File: src/rtl/fw_pkg.sv
package fw_pkg;

  // Opcode class supplied by the decoder
  typedef enum logic {
    OPC_SHORT = 1'b0,
    OPC_LONG  = 1'b1
  } opc_class_e;

  // Offset added to the matched address to form the pushed value
  function automatic int unsigned push_offset(opc_class_e cls);
    return (cls == OPC_LONG) ? 32'd2 : 32'd1;
  endfunction

endpackage

File: src/rtl/fw_match_regs.sv
module fw_match_regs #(
  parameter int ADDR_W  = 20,
  parameter int NUM_SRC = 4,
  parameter int CFG_AW  = 3
) (
  input  logic                           clk,
  input  logic                           rst,
  input  logic                           cfg_we,
  input  logic [CFG_AW-1:0]              cfg_addr,
  input  logic [ADDR_W-1:0]              cfg_wdata,
  output logic [ADDR_W-1:0]              cfg_rdata,
  output logic [NUM_SRC-1:0][ADDR_W-1:0] match_addr,
  output logic [NUM_SRC-1:0]             src_en
);

  localparam int HALF = NUM_SRC / 2;
  localparam int HI_N = NUM_SRC - HALF;
  localparam logic [CFG_AW-1:0] CTL_LO = CFG_AW'(NUM_SRC);
  localparam logic [CFG_AW-1:0] CTL_HI = CFG_AW'(NUM_SRC + 1);

  // Match address registers, one per source
  for (genvar i = 0; i < NUM_SRC; i++) begin : g_mreg
    always_ff @(posedge clk) begin
      if (rst) begin
        match_addr[i] <= '0;
      end else if (cfg_we && cfg_addr == CFG_AW'(i)) begin
        match_addr[i] <= cfg_wdata;
      end
    end
  end

  // Enable bits split across two control registers
  always_ff @(posedge clk) begin
    if (rst) begin
      src_en <= '0;
    end else if (cfg_we) begin
      if (cfg_addr == CTL_LO) src_en[HALF-1:0]       <= cfg_wdata[HALF-1:0];
      if (cfg_addr == CTL_HI) src_en[NUM_SRC-1:HALF] <= cfg_wdata[HI_N-1:0];
    end
  end

  always_comb begin
    cfg_rdata = '0;
    if (cfg_addr == CTL_LO) begin
      cfg_rdata[HALF-1:0] = src_en[HALF-1:0];
    end else if (cfg_addr == CTL_HI) begin
      cfg_rdata[HI_N-1:0] = src_en[NUM_SRC-1:HALF];
    end else begin
      for (int i = 0; i < NUM_SRC; i++) begin
        if (cfg_addr == CFG_AW'(i)) cfg_rdata = match_addr[i];
      end
    end
  end

endmodule

File: src/rtl/fw_addr_cmp.sv
module fw_addr_cmp #(
  parameter int ADDR_W  = 20,
  parameter int NUM_SRC = 4
) (
  input  logic                           fetch_valid,
  input  logic [ADDR_W-1:0]              fetch_addr,
  input  logic                           bus_narrow,
  input  logic                           ext_area,
  input  logic [NUM_SRC-1:0][ADDR_W-1:0] match_addr,
  input  logic [NUM_SRC-1:0]             src_en,
  output logic [NUM_SRC-1:0]             hit
);

  logic qualify;

  // External area is unreachable for matching on a narrow bus
  assign qualify = fetch_valid && !(bus_narrow && ext_area);

  for (genvar i = 0; i < NUM_SRC; i++) begin : g_cmp
    assign hit[i] = qualify && src_en[i] && (match_addr[i] == fetch_addr);
  end

endmodule

File: src/rtl/fw_lowest_pick.sv
module fw_lowest_pick #(
  parameter int NUM_SRC = 4,
  parameter int SEL_W   = 2
) (
  input  logic [NUM_SRC-1:0] hit,
  output logic               any_hit,
  output logic [SEL_W-1:0]   hit_idx
);

  always_comb begin
    any_hit = |hit;
    hit_idx = '0;
    for (int i = NUM_SRC - 1; i >= 0; i--) begin
      if (hit[i]) hit_idx = SEL_W'(i);
    end
  end

endmodule

File: src/rtl/fw_req_hold.sv
module fw_req_hold
  import fw_pkg::*;
#(
  parameter int ADDR_W = 20,
  parameter int SEL_W  = 2
) (
  input  logic              clk,
  input  logic              rst,
  input  logic              any_hit,
  input  logic [SEL_W-1:0]  hit_idx,
  input  logic [ADDR_W-1:0] fetch_addr,
  input  logic              fetch_long,
  input  logic              irq_ack,
  output logic              irq_req,
  output logic [SEL_W-1:0]  irq_src,
  output logic [ADDR_W-1:0] irq_pc
);

  opc_class_e  cls;
  logic [ADDR_W-1:0] pc_next;

  assign cls     = fetch_long ? OPC_LONG : OPC_SHORT;
  assign pc_next = fetch_addr + ADDR_W'(push_offset(cls));

  always_ff @(posedge clk) begin
    if (rst) begin
      irq_req <= 1'b0;
      irq_src <= '0;
      irq_pc  <= '0;
    end else if (irq_ack) begin
      irq_req <= 1'b0;
    end else if (!irq_req && any_hit) begin
      irq_req <= 1'b1;
      irq_src <= hit_idx;
      irq_pc  <= pc_next;
    end
  end

endmodule

File: src/rtl/fetch_watch_irq.sv
module fetch_watch_irq #(
  parameter  int ADDR_W  = 20,
  parameter  int NUM_SRC = 4,
  localparam int SEL_W   = $clog2(NUM_SRC),
  localparam int CFG_AW  = $clog2(NUM_SRC + 2)
) (
  input  logic              clk,
  input  logic              rst,
  input  logic              cfg_we,
  input  logic [CFG_AW-1:0] cfg_addr,
  input  logic [ADDR_W-1:0] cfg_wdata,
  output logic [ADDR_W-1:0] cfg_rdata,
  input  logic              fetch_valid,
  input  logic [ADDR_W-1:0] fetch_addr,
  input  logic              fetch_long,
  input  logic              bus_narrow,
  input  logic              ext_area,
  input  logic              irq_ack,
  output logic              irq_req,
  output logic [SEL_W-1:0]  irq_src,
  output logic [ADDR_W-1:0] irq_pc
);

  logic [NUM_SRC-1:0][ADDR_W-1:0] match_addr;
  logic [NUM_SRC-1:0]             en_vec;
  logic [NUM_SRC-1:0]             hit;
  logic                           any_hit;
  logic [SEL_W-1:0]               hit_idx;

  fw_match_regs #(.ADDR_W(ADDR_W), .NUM_SRC(NUM_SRC), .CFG_AW(CFG_AW)) u_regs (
    .clk        (clk),
    .rst        (rst),
    .cfg_we     (cfg_we),
    .cfg_addr   (cfg_addr),
    .cfg_wdata  (cfg_wdata),
    .cfg_rdata  (cfg_rdata),
    .match_addr (match_addr),
    .src_en     (en_vec)
  );

  fw_addr_cmp #(.ADDR_W(ADDR_W), .NUM_SRC(NUM_SRC)) u_cmp (
    .fetch_valid (fetch_valid),
    .fetch_addr  (fetch_addr),
    .bus_narrow  (bus_narrow),
    .ext_area    (ext_area),
    .match_addr  (match_addr),
    .src_en      (en_vec),
    .hit         (hit)
  );

  fw_lowest_pick #(.NUM_SRC(NUM_SRC), .SEL_W(SEL_W)) u_pick (
    .hit     (hit),
    .any_hit (any_hit),
    .hit_idx (hit_idx)
  );

  fw_req_hold #(.ADDR_W(ADDR_W), .SEL_W(SEL_W)) u_hold (
    .clk        (clk),
    .rst        (rst),
    .any_hit    (any_hit),
    .hit_idx    (hit_idx),
    .fetch_addr (fetch_addr),
    .fetch_long (fetch_long),
    .irq_ack    (irq_ack),
    .irq_req    (irq_req),
    .irq_src    (irq_src),
    .irq_pc     (irq_pc)
  );

endmodule

File: config.mk
export PLATFORM = sky130hd
export DESIGN_NAME = fetch_watch_irq
export DESIGN_NICKNAME = d
export VERILOG_FILES = /design/src/rtl/fw_pkg.sv /design/src/rtl/fw_match_regs.sv /design/src/rtl/fw_addr_cmp.sv /design/src/rtl/fw_lowest_pick.sv /design/src/rtl/fw_req_hold.sv /design/src/rtl/fetch_watch_irq.sv
export SDC_FILE = /design/constraint.sdc
export NUM_CORES = 1
export LEC_CHECK = 0
export BUFFER_PORTS_ARGS = -buffer_cell sky130_fd_sc_hd__buf_2
export CORE_MARGIN = 2
export CORE_UTILIZATION = 40
export CTS_CLUSTER_DIAMETER = 60
export CTS_CLUSTER_SIZE = 25
export DETAILED_ROUTE_END_ITERATION = 8
export HOLD_SLACK_MARGIN = 0.1
export PLACE_DENSITY_LB_ADDON = 0.08
export REMOVE_ABC_BUFFERS = 1
export SYNTH_ARGS = -nofsm -noshare
export SYNTH_HDL_FRONTEND = slang
export SYNTH_HIERARCHICAL = 1
export SYNTH_SLANG_ARGS = --single-unit
export TNS_END_PERCENT = 30
File: constraint.sdc
create_clock -name clk -period 2.6 [get_ports clk]
set_input_delay 0.39 -clock clk [delete_from_list [all_inputs] [get_ports clk]]
set_output_delay 0.39 -clock clk [all_outputs]
set_load 0.005 [all_outputs]
# Yosys cells after proc, flatten, opt, wreduce, memory -nomap -nowiden
# Index checks and enable logic that the tools add are counted.
# W data, S select, Z words.
[totals] ff_bits=107 latch_bits=0 ram_bits=0 rom_bits=0 out_inout_bits=43 mem_count=0
[op_classes] n_addsub=1 mul=0 n_div=0 magnitude_cmp=0 n_eq_ne=9 n_shift=0 n_mux=14 bitwise_logic=1 reduce_logical=23
[op_table] cell="$eq A20 B20 Y1" n=4
[op_table] cell="$mux W20" n=4
[op_table] cell="$mux W18" n=2
[op_table] cell="$add A20 B20 Y20" n=1
[op_table] cell="$logic_and A1 B1 Y1" n=15
[op_table] cell="$mux W2" n=7
[op_table] cell="$eq A3 B2 Y1 const B" n=2
[op_table] cell="$eq A3 B3 Y1 const B" n=2
[op_table] cell="$reduce_and A2 Y1" n=3
[op_table] cell="$reduce_or A4 Y1" n=1
[op_table] cell="$eq A3 B1 Y1 const B" n=1
[op_table] cell="$logic_not A3 Y1" n=1
[op_table] cell="$logic_not A1 Y1" n=2
[op_table] cell="$reduce_or A2 Y1" n=1
[op_table] cell="$mux W1" n=1
[op_table] cell="$not A1 Y1" n=1

# Logic depth before layout (Yosys ltp)
[logic_depth] ltp_word=9 mapped_depth=11 mapped_depth_nobuf=10

# Hierarchy
# Netlist, hierarchy kept.
[modules_own_cells] mod="fw_match_regs" instances=1 cells_per_inst=426 area_each_um2=3624.7
[modules_own_cells] mod="fw_req_hold" instances=1 cells_per_inst=146 area_each_um2=1260.0
[modules_own_cells] mod="fw_addr_cmp" instances=1 cells_per_inst=113 area_each_um2=915.9
[modules_own_cells] mod="fw_lowest_pick" instances=1 cells_per_inst=7 area_each_um2=35.0

# Worst setup path before layout
# Ideal clock, no wire load.
[synth_timing] kind="input to register" start="input port fetch_addr[19]" end="register u_hold.irq_pc[19]" arrival_ns=2.507 t_required_ns=2.482 setup_slack_ns=-0.025 path_stages=11 n_path_buf=1 path_cell_list="xor2_1 -> nor4_1 -> nand4_1 -> nor4_2 -> nor2_1 -> nand2_1 -> or3b_2 -> clkbuf_1 -> nor4_1 -> mux2_2 -> nor3_1"
[synth_between] elab_chain_len=5
[synth_lines] item="start, declared" line_no="fetch_watch_irq.sv:14" rtl="input logic [ADDR_W-1:0] fetch_addr,"
[synth_lines] item="$eq A20 B20 Y1" line_no="fw_addr_cmp.sv:20" rtl="assign hit[i] = qualify && src_en[i] && (match_addr[i] == fetch_addr);"
[synth_lines] item="$logic_and A1 B1 Y1" line_no="fw_addr_cmp.sv:20"
[synth_lines] item="via hit[0]" line_no="fetch_watch_irq.sv:26" rtl="logic [NUM_SRC-1:0] hit;"
[synth_lines] item="$reduce_or A4 Y1" line_no="fw_lowest_pick.sv:11" rtl="any_hit = |hit;"
[synth_lines] item="via any_hit" line_no="fetch_watch_irq.sv:27" rtl="logic any_hit;"
[synth_lines] item="$logic_and A1 B1 Y1" line_no="fw_req_hold.sv:32" rtl="end else if (!irq_req && any_hit) begin"
[synth_lines] item="$reduce_and A2 Y1 (no source line)"
[synth_lines] item="end signal, assigned" line_no="fw_req_hold.sv:35" rtl="irq_pc <= pc_next;"
[synth_lines] item="end, declared" line_no="fw_req_hold.sv:16" rtl="output logic [ADDR_W-1:0] irq_pc"
# The timed path passes the listed nets, and every way through them passes these cells.
# A chain may end at the register's enable or synchronous reset.

# Worst setup path after layout
[layout_timing] start="register u_regs/match_addr[71] (netlist name)" end="register u_hold.irq_pc[19]"
[layout_between] elab_chain_len=5
[layout_lines] item="start, declared" line_no="fw_match_regs.sv:12" rtl="output logic [NUM_SRC-1:0][ADDR_W-1:0] match_addr,"
[layout_lines] item="start signal, assigned by index" line_no="fw_match_regs.sv:27" rtl="match_addr[i] <= cfg_wdata;"
[layout_lines] item="$eq A20 B20 Y1" line_no="fw_addr_cmp.sv:20"
[layout_lines] item="$logic_and A1 B1 Y1" line_no="fw_addr_cmp.sv:20"
[layout_lines] item="via hit[3]" line_no="fetch_watch_irq.sv:26"
[layout_lines] item="$reduce_or A4 Y1" line_no="fw_lowest_pick.sv:11"
[layout_lines] item="via any_hit" line_no="fetch_watch_irq.sv:27"
[layout_lines] item="$logic_and A1 B1 Y1" line_no="fw_req_hold.sv:32"
[layout_lines] item="$reduce_and A2 Y1 (no source line)"
# The timed path passes the listed nets, and every way through them passes these cells.

==> run_results.csv <==
group,metric,value,unit
clock_tree,h-tree-depth,3,
synth,postSynthAreaPerCell,8.43,sq um
timing,relSlewSlack,5.32,%
global_route,grt_pass1_wl,31000,microns
power_and_ir_drop,power_switching,0.980,mW
synth,synth_top_area_share,36.7,%
status,status,"completed",
routing,dr.pass1.iters,5,
die,die-area,15600,sq um
synth,syn_area,5840,sq um
power_and_ir_drop,vdd_ir_drop_max,289,uV
clock_tree,hold_buffers,0,
power_and_ir_drop,p_leak,2.92,nW
die,row_count,44,
run,cap_violations,0,
power_and_ir_drop,power-per-cell-area,494,nW/um^2
timing,tightest_slew,1.42,ns
clock_tree,clock_latency,0.35,ns
min_path,hp-class,"input port to flip-flop",
critical_path,arrival,2.79,ns
final_layout,antennaDiodeCount,0,
critical_path,reg2reg_slack,0.06,ns
clock_tree,cts.sinks,107,
placement,placed_cell_area,6930,sq um
critical_path,cp-end-kind,"flip-flop",
critical_path,critical_path_class,"flip-flop to flip-flop",
routing,antenna_left,0,
timing,skew,0.00656,ns
synth,synth.top_cells.by_area,"dfxtp_1 37%, xor2_1 12%, nand2_1 11%",
power_and_ir_drop,p_int,2.67,mW
power_and_ir_drop,pwr-share-seq,46.4,%
routing,post_drt_wl_per_cell,19.9,microns
placement,place_hpwl,14800,microns
power_and_ir_drop,swShare,26.9,%
power_and_ir_drop,design_power_total,3.65,mW
final_layout,post_route_cells_drive_above_1_share,28.1,%
die,io_pins,94,
global_route,antenna_found_initial,0,
final_layout,syn_to_final_growth,26.6,%
placement,globalplace.congestion,0.967,
final_layout,final_common_cell,"nand2_1",
clock_tree,cts_root_buf,"clkbuf_16",
routing,vias,5536,
global_route,grt_use_total,25.7,%
critical_path,startpoint_type,"flip-flop",
die,fp.coreArea,14400,sq um
timing,max_clock_freq,394,MHz
global_route,grt_start_max_net_pins,57,
timing,layout_setup_ws,0.0595,ns
timing,final-hold-violation-count,0,
final_layout,fin_nets,877,
critical_path,crit_fanout,2,
critical_path,cp.required,2.85,ns
synth,async_reset_ff_share,0,%
clock_tree,clk_path_buf_depth,2,
timing,fin_crit,2.54,ns
synth,synth.ff_latch_count,107,
timing,finalSetupViolCount,0,
power_and_ir_drop,pwr-share-comb,13.5,%
routing,via_per_inst,5.47,
die,initial_utilization,40.6,%
clock_tree,clkSlewWorstSetupHoldPaths,0.08,ns
clock_tree,cts_made_buffers,9,
power_and_ir_drop,clockPowerShare,40.1,%
synth,netlist_instances,692,
placement,numPortBuffers,93,
global_route,grt_overflow,0,
timing,maxSlewViolCount,0,
routing,drt_wl_total,20200,microns
timing,min_period_over_period,97.7,%
synth,yosysTopAreaCell,"dfxtp_1",
timing,tns,0,ns
synth,ys_seq_area_share,36.7,%
placement,dpl.cell_count,995,
synth,synthFlopType,"dfxtp_1",
final_layout,finalNonFillerCells,1012,
routing,drc,0,
die,die-width,125,microns
synth,yosysWarnings,6,
die,die_height,125,microns
synth,synth-edff-count,0,
global_route,grt_pass1_vias,5420,
routing,drt_iter0_drc,507,
final_layout,final_cell_area,7390,sq um
clock_tree,cts_tree,"built",
placement,dp_slack,-0.461,ns
synth,ys_types,56,
final_layout,most-common-layout-cells,"177 x nand2_1, 103 x dfxtp_1, 92 x buf_2, 84 x a21oi_1, 76 x xor2_1",
flip-flops by register name, summed over array words and instances (netlist names):
register           count
u_regs/match_addr     80
u_hold/irq_pc         20
u_regs/src_en          4
u_hold/irq_src         2
u_hold/irq_req         1
synth_stat cells (all sizes together) (2+ instances only):
| master | number |
|---|---|
| nand2 | 178 |
| dfxtp | 107 |
| a21oi | 85 |
| xor2 | 78 |
| nor2 | 27 |
| clkbuf | 26 |
| nor4 | 21 |
| buf | 18 |
| mux4 | 18 |
| nor2b | 18 |
| xnor2 | 13 |
| nand4 | 12 |
| a211oi | 11 |
| nand3 | 10 |
| a311oi | 6 |
| mux2i | 6 |
| inv | 4 |
| nor3 | 4 |
| o31ai | 4 |
| or4 | 4 |
| and4 | 3 |
| and4bb | 3 |
| mux2 | 3 |
| a221oi | 2 |
| and2 | 2 |
| ha | 2 |
| nand2b | 2 |
| nand4b | 2 |
| nand4bb | 2 |
| o21ai | 2 |
| o21bai | 2 |
| o22ai | 2 |
| or3 | 2 |
kinds of logic (layout without fill, tap and decap cells):
logic type | Yosys count | in the layout | synth area share (%)
AND/OR/NAND/NOR | 299 | 299 | 24.9
AO/OA/AOI/OAI | 117 | 117 | 11.6
flip-flops | 107 | 107 | 36.7
XOR/XNOR | 91 | 91 | 13.7
buffers and inverters | 48 | 184 | 3.75
multiplexers | 27 | 27 | 8.55
adder cells (fa/ha/maj) | 3 | 3 | 0.772
layout make-up:
type                            count  area [sq um]
Inverter                            4          15.0
Multi-Input combinational cell    537          3590
Tap cell                          184           230
Timing Repair Buffer              164          1090
Clock inverter                      5          60.1
Fill cell                        1378          6980
Clock buffer                       11           253
Sequential cell                   107          2150
worst max-delay path, cell delays in order, from the launching register on:
cell and delay [ns]:
dfxtp_1 0.33, xor2_1 0.17, nor4_1 0.30, buf_4 0.15, nand2_1 0.09, nor4_4 0.26, nor2_1 0.10, nand2_1 0.14
or3b_4 0.41, nor4_2 0.22, mux2_4 0.22, nor3_2 0.04
path summary, 6_finish.rpt:
path / from / to / cells after the start
setup / recovery: u_regs/match_addr[71]$_SDFFE_PP0P_ / u_hold/irq_pc[19]$_SDFFE_PP0P_ / 11
hold / removal: irq_ack / u_hold/irq_req$_SDFFE_PP0P_ / 2
setup reg to reg: u_regs/match_addr[71]$_SDFFE_PP0P_ / u_hold/irq_pc[19]$_SDFFE_PP0P_ / 11
hold reg to reg: u_hold/irq_pc[2]$_SDFFE_PP0P_ / u_hold/irq_pc[2]$_SDFFE_PP0P_ / 2
stage by stage:
| stage | hold WS, ns | utilization, % |
|---|---|---|
| final | 0.277 | 51.4 |
| after global routing | 0.283 | 51.4 |
| after CTS | 0.252 | 50.5 |
| after detailed placement | 0.453 | 48.2 |
| after global placement | 0.443 | 48.2 |
| after floorplan | 0.442 | - |
power groups by stage:
| stage | Sequential (mW) | Clock [mW] | Combinational, mW |
|---|---|---|---|
| floorplan | 1.72 | 0 | 0.181 |
| finish | 1.69 | 1.46 | 0.492 |
| global placement | 1.73 | 0 | 0.474 |
| global route | 1.70 | 1.55 | 0.526 |
| detailed placement | 1.73 | 0 | 0.476 |
| CTS | 1.69 | 1.48 | 0.481 |
what timing repair did:
item,CTS,global route
buffers inserted,0,0
endpoints found under the hold margin,0,0
gates resized for setup,5,19
pin swaps,5,20
gates cloned,0,1
setup endpoints to repair,3,19
metal layers:
metal	wire, microns	part of all wire, %	vias to the layer above	global-route usage, %
li1	-	-	2650	-
met1	8830	44	2650	35.0
met2	9790	48	208	42.0
met3	1190	5.9	28	3.65
met4	369	1.8	0	8.13
met5	0	0	-	0
Power figures use the tool's default switching activity.
